### src/rtl/coupler_pkg.sv
package coupler_pkg;
  localparam int CMD_FWD_BIT = 0;
  localparam int CMD_RST_BIT = 1;
  localparam int STS_FWD_BIT = 0;
  localparam int STS_ARM_BIT = 1;
  localparam int STS_REJ_BIT = 2;
  localparam int STS_W       = 3;

  typedef struct packed {
    logic rejected;
    logic armed;
    logic fwd_on;
  } gate_state_t;
endpackage

### src/rtl/coupler_ctl.sv
module coupler_ctl
  import coupler_pkg::*;
#(
  parameter int          DW     = 16,
  parameter logic [15:0] KEY    = 16'hA5C3,
  parameter bit          ON_RST = 1'b1
) (
  input  logic          clk,
  input  logic          rst,
  input  logic          csr_we,
  input  logic [DW-1:0] csr_wdata,
  output gate_state_t   st,
  output logic          far_rst_pulse
);
  localparam logic [DW-1:0] KEY_W = DW'(KEY);

  logic key_hit;
  assign key_hit = (csr_wdata == KEY_W);

  always_ff @(posedge clk) begin
    if (rst) begin
      st.fwd_on     <= ON_RST;
      st.armed      <= 1'b0;
      st.rejected   <= 1'b0;
      far_rst_pulse <= 1'b0;
    end else begin
      far_rst_pulse <= 1'b0;
      if (csr_we) begin
        if (key_hit) begin
          st.armed <= 1'b1;
        end else if (st.armed) begin
          st.armed      <= 1'b0;
          st.fwd_on     <= csr_wdata[CMD_FWD_BIT];
          far_rst_pulse <= csr_wdata[CMD_RST_BIT];
        end else begin
          st.rejected <= 1'b1;
        end
      end
    end
  end

  // strobe lasts one cycle
  p_pulse_single_r6: assert property (@(posedge clk) disable iff (rst)
    far_rst_pulse |=> !far_rst_pulse);
  // strobe only after an armed command
  p_pulse_cause_r6: assert property (@(posedge clk) disable iff (rst)
    $rose(far_rst_pulse) |-> $past(st.armed) && $past(csr_we));
  // switch holds unless an armed write came
  p_switch_guard_r4: assert property (@(posedge clk) disable iff (rst)
    !(st.armed && csr_we) |=> $stable(st.fwd_on));
  // refused flag is sticky
  p_rej_sticky_r4: assert property (@(posedge clk) disable iff (rst)
    st.rejected |=> st.rejected);
  // a command consumes the armed state
  p_arm_consumed_r3: assert property (@(posedge clk) disable iff (rst)
    (st.armed && csr_we && !key_hit) |=> !st.armed);
  // armed holds without control writes
  p_arm_hold_r5: assert property (@(posedge clk) disable iff (rst)
    (st.armed && !csr_we) |=> st.armed);
endmodule

### src/rtl/coupler_fwd.sv
module coupler_fwd #(
  parameter int AW = 16,
  parameter int DW = 16
) (
  input  logic          clk,
  input  logic          rst,
  input  logic          fwd_on,
  input  logic          req_valid,
  input  logic          req_write,
  input  logic [AW-1:0] req_addr,
  input  logic [DW-1:0] req_wdata,
  output logic          rsp_valid,
  output logic          rsp_err,
  output logic [DW-1:0] rsp_rdata,
  output logic          fwd_valid,
  output logic          fwd_write,
  output logic [AW-1:0] fwd_addr,
  output logic [DW-1:0] fwd_wdata,
  input  logic          fwd_rsp_valid,
  input  logic [DW-1:0] fwd_rsp_rdata
);
  logic busy;

  always_ff @(posedge clk) begin
    if (rst) begin
      busy      <= 1'b0;
      rsp_valid <= 1'b0;
      rsp_err   <= 1'b0;
      rsp_rdata <= '0;
      fwd_valid <= 1'b0;
      fwd_write <= 1'b0;
      fwd_addr  <= '0;
      fwd_wdata <= '0;
    end else begin
      fwd_valid <= 1'b0;
      rsp_valid <= 1'b0;
      rsp_err   <= 1'b0;
      if (busy) begin
        if (fwd_rsp_valid) begin
          busy      <= 1'b0;
          rsp_valid <= 1'b1;
          rsp_rdata <= fwd_rsp_rdata;
        end
      end else if (req_valid) begin
        if (fwd_on) begin
          busy      <= 1'b1;
          fwd_valid <= 1'b1;
          fwd_write <= req_write;
          fwd_addr  <= req_addr;
          fwd_wdata <= req_wdata;
        end else begin
          rsp_valid <= 1'b1;
          rsp_err   <= 1'b1;
          rsp_rdata <= '0;
        end
      end
    end
  end

  // nothing leaves while inhibited
  p_block_inhib_r8: assert property (@(posedge clk) disable iff (rst)
    (req_valid && !busy && !fwd_on) |=> !fwd_valid && rsp_valid && rsp_err);
  // far-side request is a single pulse
  p_fwd_pulse_r7: assert property (@(posedge clk) disable iff (rst)
    fwd_valid |=> !fwd_valid);
  // forwarded reply never flagged as error
  p_fwd_noerr_r7: assert property (@(posedge clk) disable iff (rst)
    (busy && fwd_rsp_valid) |=> rsp_valid && !rsp_err);
endmodule

### src/rtl/bus_coupler_gate.sv
module bus_coupler_gate
  import coupler_pkg::*;
#(
  parameter int          AW     = 16,
  parameter int          DW     = 16,
  parameter logic [15:0] KEY    = 16'hA5C3,
  parameter bit          ON_RST = 1'b1
) (
  input  logic             clk,
  input  logic             rst,
  input  logic             csr_we,
  input  logic [DW-1:0]    csr_wdata,
  output logic [STS_W-1:0] status,
  output logic             far_rst_pulse,
  input  logic             req_valid,
  input  logic             req_write,
  input  logic [AW-1:0]    req_addr,
  input  logic [DW-1:0]    req_wdata,
  output logic             rsp_valid,
  output logic             rsp_err,
  output logic [DW-1:0]    rsp_rdata,
  output logic             fwd_valid,
  output logic             fwd_write,
  output logic [AW-1:0]    fwd_addr,
  output logic [DW-1:0]    fwd_wdata,
  input  logic             fwd_rsp_valid,
  input  logic [DW-1:0]    fwd_rsp_rdata
);
  gate_state_t st;

  coupler_ctl #(.DW(DW), .KEY(KEY), .ON_RST(ON_RST)) u_ctl (
    .clk(clk), .rst(rst), .csr_we(csr_we), .csr_wdata(csr_wdata),
    .st(st), .far_rst_pulse(far_rst_pulse)
  );

  coupler_fwd #(.AW(AW), .DW(DW)) u_fwd (
    .clk(clk), .rst(rst), .fwd_on(st.fwd_on),
    .req_valid(req_valid), .req_write(req_write),
    .req_addr(req_addr), .req_wdata(req_wdata),
    .rsp_valid(rsp_valid), .rsp_err(rsp_err), .rsp_rdata(rsp_rdata),
    .fwd_valid(fwd_valid), .fwd_write(fwd_write),
    .fwd_addr(fwd_addr), .fwd_wdata(fwd_wdata),
    .fwd_rsp_valid(fwd_rsp_valid), .fwd_rsp_rdata(fwd_rsp_rdata)
  );

  assign status[STS_FWD_BIT] = st.fwd_on;
  assign status[STS_ARM_BIT] = st.armed;
  assign status[STS_REJ_BIT] = st.rejected;

  // quiet outputs right after reset
  p_reset_quiet_r1: assert property (@(posedge clk)
    rst |=> !far_rst_pulse && !fwd_valid && !rsp_valid && !st.armed);
  // key write arms the gate
  p_key_arms_r2: assert property (@(posedge clk) disable iff (rst)
    (csr_we && csr_wdata == DW'(KEY)) |=> st.armed && $stable(st.fwd_on));
endmodule

### config.mk
export PLATFORM = sky130hd
export DESIGN_NAME = bus_coupler_gate
export DESIGN_NICKNAME = d
export VERILOG_FILES = /design/src/rtl/coupler_pkg.sv /design/src/rtl/coupler_ctl.sv /design/src/rtl/coupler_fwd.sv /design/src/rtl/bus_coupler_gate.sv
export SDC_FILE = /design/constraint.sdc
export NUM_CORES = 1
export LEC_CHECK = 0
export ABC_AREA = 1
export BUFFER_PORTS_ARGS = -buffer_cell sky130_fd_sc_hd__buf_2
export CAP_MARGIN = 15
export CORE_MARGIN = 4
export CORE_UTILIZATION = 38
export DETAILED_ROUTE_END_ITERATION = 10
export PLACE_DENSITY_LB_ADDON = 0.05
export SKIP_LAST_GASP = 1
export SYNTH_ARGS = -nofsm -noshare
export SYNTH_HDL_FRONTEND = slang
export SYNTH_HIERARCHICAL = 1
export SYNTH_SLANG_ARGS = --single-unit
### constraint.sdc
create_clock -name clk -period 1 [get_ports clk]
set_input_delay 0.25 -clock clk [delete_from_list [all_inputs] [get_ports clk]]
set_output_delay 0.25 -clock clk [all_outputs]
set_load 0.05 [all_outputs]
Word level (Yosys, flattened, before mapping)
Cells that the tools add are included.
{"block": "word_totals", "reg_bits": 57, "input_bits": 70, "output_inout_bits": 56, "elab_cells": 39}
{"block": "op_classes", "n_eq_ne": 3, "muxes": 13, "n_bitwise": 4, "reduce_logical": 7}
{"op": "$mux 16", "n": 4}
{"op": "$eq 16x16->1 const B", "n": 1}
{"op": "$reduce_and 3->1", "n": 4}
{"op": "$mux 1", "n": 9}
{"op": "$not 1->1", "n": 4}
{"op": "$reduce_or 4->1", "n": 1}
{"op": "$ne 2x1->1 const B", "n": 1}
{"op": "$ne 2x2->1 const B", "n": 1}
{"op": "$reduce_bool 2->1", "n": 1}
{"op": "$reduce_or 2->1", "n": 1}

Longest topological paths before layout
Gate-level depths: netlist of run 1.
{"block": "depth", "depth_word": 3, "depth_mapped": 8, "mapped_depth_nobuf": 8}

By module
The synthesis of run 1 kept the hierarchy.
{"module": "coupler_fwd", "instances": 1, "cells_per_inst": 228, "area_per_inst_um2": 1869.3, "seq_area_each_um2": 1061.0}
{"module": "coupler_ctl", "instances": 1, "cells_per_inst": 37, "area_per_inst_um2": 224.0, "seq_area_each_um2": 80.1}

Worst setup path before layout of run 1
Ideal clock, no wire load.
{"block": "synth_path", "path_kind": "flip-flop to flip-flop", "startpoint": "register, netlist name u_ctl/st[0]", "endpoint": "register u_fwd.rsp_rdata[2]", "setup_ps": 70, "arrival_time_ps": 1275, "slack_ps": -346, "stages_incl_launch_ff": 6, "period_less_slack_ps": 1346, "cell_sequence": "dfxtp_1 > inv_1 > nand3_2 > buf_6 > nand3_1 > a21oi_1"}
{"block": "synth_between", "elab_chain_cells": 2}
{"item": "$ne 2x1->1 (no line)"}
{"item": "$reduce_and 3->1 (no line)"}
{"item": "end signal: assignment", "line": "coupler_fwd.sv:42", "source": "rsp_rdata <= fwd_rsp_rdata;"}
{"item": "end: declaration", "line": "coupler_fwd.sv:14", "source": "output logic [DW-1:0] rsp_rdata,"}
Every way passes these cells.
A chain may end at the register's enable or synchronous reset.

Worst setup path in the final report of run 1
{"block": "layout_path", "startpoint": "register u_fwd.busy", "endpoint": "register u_fwd.fwd_addr[2]"}
{"block": "layout_between", "elab_chain_cells": 2}
{"item": "start: declaration", "line": "coupler_fwd.sv:22", "source": "logic busy;"}
{"item": "start signal: assignment", "line": "coupler_fwd.sv:26", "source": "busy <= 1'b0;"}
{"item": "start signal: assignment", "line": "coupler_fwd.sv:40", "source": "busy <= 1'b0;"}
{"item": "start signal: assignment", "line": "coupler_fwd.sv:46", "source": "busy <= 1'b1;"}
{"item": "$not 1->1 (no line)"}
{"item": "$reduce_and 3->1 (no line)"}
{"item": "end signal: assignment", "line": "coupler_fwd.sv:49", "source": "fwd_addr <= req_addr;"}
{"item": "end: declaration", "line": "coupler_fwd.sv:17", "source": "output logic [AW-1:0] fwd_addr,"}
Every way passes these cells.

==> impl_metrics.tcl, run 1 <==
set metrics [dict create \
    outcome "finished, violations left" \
    violations "setup timing" \
    hold_depth 3 \
    start_util_pct 39.97 \
    endpoint_kind "flip-flop" \
    clk_pin_slew_ns 0.06 \
    synth_mux_area_share_pct 0 \
    hold_viol 0 \
    clock_sinks 57 \
    cts_tree "done" \
    synth.top_cell.area_share_pct 54.51 \
    syn_nets 335 \
    antenna_found_initial 0 \
    setup-violations-final 92 \
    wl_met3_um 548 \
    grt_pass1_vias 2115 \
    rr_endpoint "u_fwd/fwd_addr[2]" \
    worst_ir_drop_vdd_mv 0.9197 \
    core_area_um2 5238 \
    netlist_area_um2 2093 \
    layout_common_cells "70 x nand2_1, 69 x buf_2, 54 x buf_8, 54 x dfxtp_2, 32 x a21oi_1" \
    max_cap_violations 0 \
    slowest_delay_ns 0.34 \
    wl_met2_um 3756 \
    path_class "reg -> reg" \
    die_y_um 82.22 \
    portBuffers 125 \
    hold_class "in -> reg" \
    syn_area_per_cell_um2 7.899 \
    p_leak_nw 1.881 \
    via_count 2369 \
    cp_num_buf_inv 4 \
    cpMaxStageDelayCell "dfxtp_2" \
    fp.dieW_um 82.22 \
    gp_congestion 0.7413 \
    arrival_ns 1.40 \
    drive_gt1_share_pct 66.19 \
    clock_skew_ns 0.005507 \
    report.power.total_w 0.006232 \
    slew_violations 0 \
    overflow 0 \
    rows 26 \
    synth_cell_type_count 17 \
    wl_met1_um 2824 \
    rsz0062_at_grt "true" \
    synth_area_leader_cell "dfxtp_1" \
    cp_cell_sequence "inv_4 > nand3_4 > inv_6 > buf_12 > clkbuf_16 > nand2_1 > a21oi_1" \
    worst_pin_slew_ns 0.1803 \
    rrSetupSlack_ns -0.16 \
    die_area_um2 6760 \
    r2r_start "u_fwd/busy" \
    slew_headroom_pct 87.98 \
    dpl_worst_slack_ns -0.03418 \
    track_usage_pct 18.80 \
    ys_seq_area_share_pct 54.51 \
    place_hpwl_um 3946 \
    finish.utilization_pct 80.29 \
    fin_crit_ns 1.158 \
    min_from "csr_wdata[1]" \
    synth-xor-area-share_pct 0 \
    setup_slack_ns -0.1577 \
    synthSimpleGateAreaFrac_pct 25.76 \
    grt_pass1_wl_um 9577 \
    via_per_inst 4.835 \
    drt-pass1-iter-count 4 \
    start_kind "flip-flop" \
    path_depth 7 \
    h-tree-depth 3 \
    min_delay_worst_endpoint "u_ctl/far_rst_pulse" \
    design_area_um2 4205 \
    wl_per_cell_um 14.77 \
    n_antenna_cell 0 \
    mostFrequentLayoutCell "nand2_1" \
    synth_seq_cells 57 \
    nets 485 \
    synth.area.top_cells "dfxtp_1 55%, nand2_1 16%, a21oi_1 12%" \
    dpl_cell_area_um2 2829 \
    root_buffer "clkbuf_8" \
    yosys_warnings 6 \
    hold_buffers 0 \
    grt_max_degree 30 \
    area_growth_pct 100.9 \
    crit_fanout 4 \
    drt_iter0_markers 82 \
    synth_compound_area_share_pct 12.67 \
    required_ns 1.24 \
    ios 126 \
    tritoncts.num_buffers 9 \
    routed_wl_um 7239 \
    drc 0 \
    clock_path_buffers 2 \
    timing.final.crit_share_pct 115.8 \
    drtAntennaViolNets 0 \
    synth_fa_ha_area_share_pct 0 \
    critical-path-top-delay-family "buffers and inverters" \
    ff2ff_path_depth 7 \
    top_layer_used "met4" \
    fmax_mhz 863.8 \
    synth_top_family_by_area "simple AND/OR/NAND/NOR gates" \
    syn-instance-count 265 \
    insertion_delay_ns 0.32 \
    pwr_density_cell_nw_per_um2 1482 \
]
## Yosys cell counts
cell type / number
buf_6: 5
nand4_1: 1
a21oi_1: 52
buf_2: 5
inv_2: 2
clkbuf_1: 5
nand3_4: 1
inv_1: 9
inv_4: 1
nand2_2: 2
nand2_1: 91
dfxtp_1: 57
o21ai_0: 1
nor2_2: 1
nor2_1: 12
nand3_1: 18
nand3_2: 2
## stage by stage
stage | instances | hold slack [ns] | setup TNS (ns)
after floorplan | 265 | 0.3191 | -0.2940
after global placement | 453 | 0.4442 | 0
after detailed placement | 453 | 0.4529 | -0.2247
after CTS | 479 | 0.1445 | -5.910
after global routing | 490 | 0.1478 | -9.593
final | 490 | 0.1623 | -5.556
## registers in the layout, summed over array words and instances (netlist names)
signal,flops
u_fwd/fwd_write,1
u_fwd/fwd_addr,16
u_fwd/busy,1
u_fwd/rsp_rdata,16
u_fwd/rsp_valid,1
u_fwd/fwd_valid,1
u_ctl/far_rst_pulse,1
u_ctl/st,3
u_fwd/fwd_wdata,16
u_fwd/rsp_err,1
## final cells by class
| cell class | instances | area (um2) |
|---|---|---|
| tap | 70 | 87.58 |
| clock inverter | 2 | 10.01 |
| fill | 340 | 1032 |
| clock buffer | 14 | 182.7 |
| timing repair buffer | 153 | 1607 |
| multi-input combinational | 182 | 1041 |
| inverter | 12 | 57.56 |
| sequential | 57 | 1220 |
## cells by family (layout without fill, tap and decap cells)
group / count (synthesis) / in the layout
and+or+nand+nor: 128 / 129
DFF: 57 / 57
AOI/OAI and AO/OA: 53 / 53
buffers and inverters: 27 / 181
## tightest hold or removal path, delay by kind of cell
kind,cells,cell delay [ns]
buf+inv,1,0.10
simple gates,2,0.09
## how the worst max path moves through the flow
stage                 from            endpoint
4_1_cts        u_ctl/st[0]           status[0]
3_5_place_dp    u_fwd/busy   u_fwd/fwd_addr[7]
6_report        u_fwd/busy   u_fwd/fwd_addr[2]
3_3_place_gp    u_fwd/busy  u_fwd/fwd_wdata[9]
2_1_floorplan  u_ctl/st[0]  u_fwd/fwd_addr[10]
5_1_grt         u_fwd/busy   u_fwd/fwd_addr[2]
## power by group
part / internal (W) / switching (W) / leakage (nW)
clock network: 0.00116 / 0.000849 / 0.102
registers: 0.00242 / 0.000120 / 0.490
logic: 0.000770 / 0.000909 / 1.29
## metal layers
metal  track usage, %  vias to the layer above
li1                 -                     1158
met1            22.68                     1110
met2            30.29                       88
met3            6.074                       13
met4            8.638                        0
met5                0                        -
## what timing repair did
item / in CTS / in global routing
pin swaps: 0 / 16
resized for setup: 209 / 89
buffers inserted: 10 / 7
endpoints found under the setup margin: 89 / 107
gates cloned: 2 / 5
Power figures use the tool's default switching activity.
==> run 2, diff against run 1 <==
- ABC_AREA: 1 -> not set
- CORE_UTILIZATION: 38 -> 40
==> impl_metrics.tcl, run 2 <==
set metrics [dict create \
    place_hpwl_um 4158 \
    setup-violations-final 107 \
    via_count 2183 \
    synth_cell_type_count 26 \
    yosys_warnings 6 \
    seqCellArea_um2 1214 \
    clock_skew_ns 0.007181 \
    n_antenna_cell 0 \
    drt_iter0_markers 44 \
    path_class "reg -> reg" \
    root_buffer "clkbuf_8" \
    grt_pass1_wl_um 10080 \
    timing.final.crit_share_pct 124.4 \
    gp_congestion 0.6892 \
    start_kind "flip-flop" \
    h-tree-depth 3 \
    critical-path-top-delay-family "simple AND/OR/NAND/NOR gates" \
    clock_sinks 57 \
    violations "setup timing" \
    reg_top3 "u_fwd/fwd_addr (16), u_fwd/fwd_wdata (16), u_fwd/rsp_rdata (16)" \
    insertion_delay_ns 0.33 \
    power.share.clock_pct 37.2 \
    nFillCells 447 \
    synth_seq_cells 57 \
    dpl_cell_area_um2 3204 \
    area_growth_pct 73.70 \
    multi_input_area_um2 1191 \
    drt-pass1-iter-count 4 \
    synth_area_leader_cell "dfxtp_1" \
    synth_fa_ha_area_share_pct 0 \
    hold_viol 0 \
    arrival_ns 1.46 \
    fin_crit_ns 1.244 \
    fmax_mhz 804.0 \
    cts_tree "done" \
    slowest_delay_ns 0.43 \
    synth.area.top_cells "dfxtp_1 47%, nand2b_1 17%, mux2i_1 14%" \
    timing.hold.ws_ns 0.1311 \
    drc 0 \
    grt_pass1_vias 2202 \
    required_ns 1.22 \
    worst_pin_slew_ns 0.3331 \
    p_int_w 0.004526 \
    drive_gt1_share_pct 61.70 \
    hold_buffers 0 \
    power_switching_w 0.001799 \
    wl_per_cell_um 13.80 \
    comb_power_share_pct 22.8 \
    antenna_found_initial 0 \
    slew_violations 0 \
    netlist_area_um2 2426 \
    p_leak_nw 1.905 \
    cp_cell_sequence "or3b_4 > buf_6 > a32o_1" \
    rows 28 \
    slew_headroom_pct 77.80 \
    swShare_pct 28.44 \
    start_util_pct 40.98 \
    synthFlopType "dfxtp_1" \
    synth.top_cell.area_share_pct 47.03 \
    clock_path_buffers 2 \
    fp.dieW_um 85.88 \
    setup_slack_ns -0.2437 \
    synth-xor-area-share_pct 0 \
    dpl_worst_slack_ns -0.2616 \
    syn-instance-count 231 \
    synthTopCellsByCount "66 x nand2b_1, 57 x dfxtp_1, 34 x mux2i_1, 16 x a32o_1, 16 x nor2b_1" \
    cp_num_buf_inv 1 \
    rsz0062_at_grt "true" \
    routed_wl_um 6401 \
    max_cap_violations 0 \
    syn_nets 301 \
    overflow 0 \
    portBuffers 125 \
    track_usage_pct 17.28 \
    syn_area_per_cell_um2 10.50 \
    layout_common_cells "69 x buf_2, 66 x nand2b_1, 55 x dfxtp_2" \
    grt_max_degree 52 \
    tritoncts.num_buffers 9 \
    synthSimpleGateAreaFrac_pct 26.87 \
    worst_ir_drop_vdd_mv 0.8596 \
    pwr_density_cell_nw_per_um2 1501 \
    synth.most_common_cell "nand2b_1" \
    synth_mux_area_share_pct 14.65 \
    ios 126 \
    die_area_um2 7375 \
    endpoint_kind "flip-flop" \
    clk_pin_slew_ns 0.07 \
    drtAntennaViolNets 0 \
    core_area_um2 5921 \
    outcome "finished, violations left" \
    die_y_um 85.88 \
    mostFrequentLayoutCell "buf_2" \
    ys_seq_area_share_pct 47.03 \
    synth_top_family_by_area "simple AND/OR/NAND/NOR gates" \
    hold_class "in -> reg" \
    sequentialPowerShare_pct 40.0 \
    via_per_inst 4.705 \
    cpMaxStageDelayCell "or3b_4" \
    synth_edf_count 0 \
    synthArstFlopShare_pct 0 \
    nets 454 \
    crit_fanout 5 \
    synth_compound_area_share_pct 7.272 \
    setup_tns_ns -13.90 \
    design_area_um2 4214 \
]
==> run 2: changes by cell type in the layout (fill, tap and decap cells not counted), moves of 9 or more <==
cell,before,now
a21oi_2,20,1
buf_6,6,15
nand2_1,70,1
a21oi_1,32,1
nand2_2,9,0
mux2i_1,0,34
nand3_1,17,1
a32o_1,0,16
nor2b_1,0,16
buf_4,10,25
nand2_4,13,0
nand2b_1,0,66
==> run 2: metal layers <==
metal	GRT usage [%]	up-vias	share of wire [%]
met5	0	-	0
met4	7.338	0	1.1
met3	7.012	9	9.1
met2	29.57	87	51
met1	18.78	994	39
li1	-	1093	-
==> run 2: cell type report <==
class                   instances  share of cell area (%)
flip-flops and latches         57                   28.80
inverters                       1                 0.08907
multi-input cells             155                   28.27
well taps                      75                   2.227
clock buffers                   9                   2.939
clock inverters                 7                   2.257
repair buffers                160                   35.42
==> run 2: logic make-up after synthesis <==
logic type	count (synthesis)
and+or+nand+nor	101
DFF	57
muxes	35
AOI/OAI and AO/OA	19
buffers and inverters	19
==> run 2: power by group through the flow <==
stage          clock network (W)  registers [W]  logic, W
3_5_place_dp                   0        0.00250   0.00112
3_3_place_gp                   0        0.00250   0.00112
5_1_grt                  0.00255        0.00255   0.00152
2_1_floorplan                  0        0.00294  0.000343
4_1_cts                  0.00243        0.00252   0.00137
6_report                 0.00236        0.00253   0.00144
==> run 2: timing repair <==
action | CTS | global route
cloned | 0 | 2
setup buffers | 10 | 8
resized for setup | 202 | 20
hold endpoints to repair | 0 | 0
pin swaps | 8 | 8
setup endpoints to repair | 107 | 107
==> run 2: worst paths after layout <==
path	start	endpoint	slack, ns	cells past startpoint
setup reg to reg	u_fwd/busy	u_fwd/rsp_rdata[15]	-0.24	3
hold / removal	fwd_rsp_rdata[8]	u_fwd/rsp_rdata[8]	0.13	2
hold reg to reg	u_fwd/fwd_wdata[11]	u_fwd/fwd_wdata[11]	0.48	2
setup / recovery	u_fwd/busy	u_fwd/rsp_rdata[15]	-0.24	3
==> run 2: stage by stage <==
stage / util, % / total power [W] / instances
CTS: 68.45 / 0.006317 / 454
global route: 71.18 / 0.006615 / 464
detailed placement: 54.12 / 0.003625 / 428
floorplan: - / 0.003286 / 231
global placement: 54.12 / 0.003617 / 428
finish: 71.18 / 0.006325 / 464
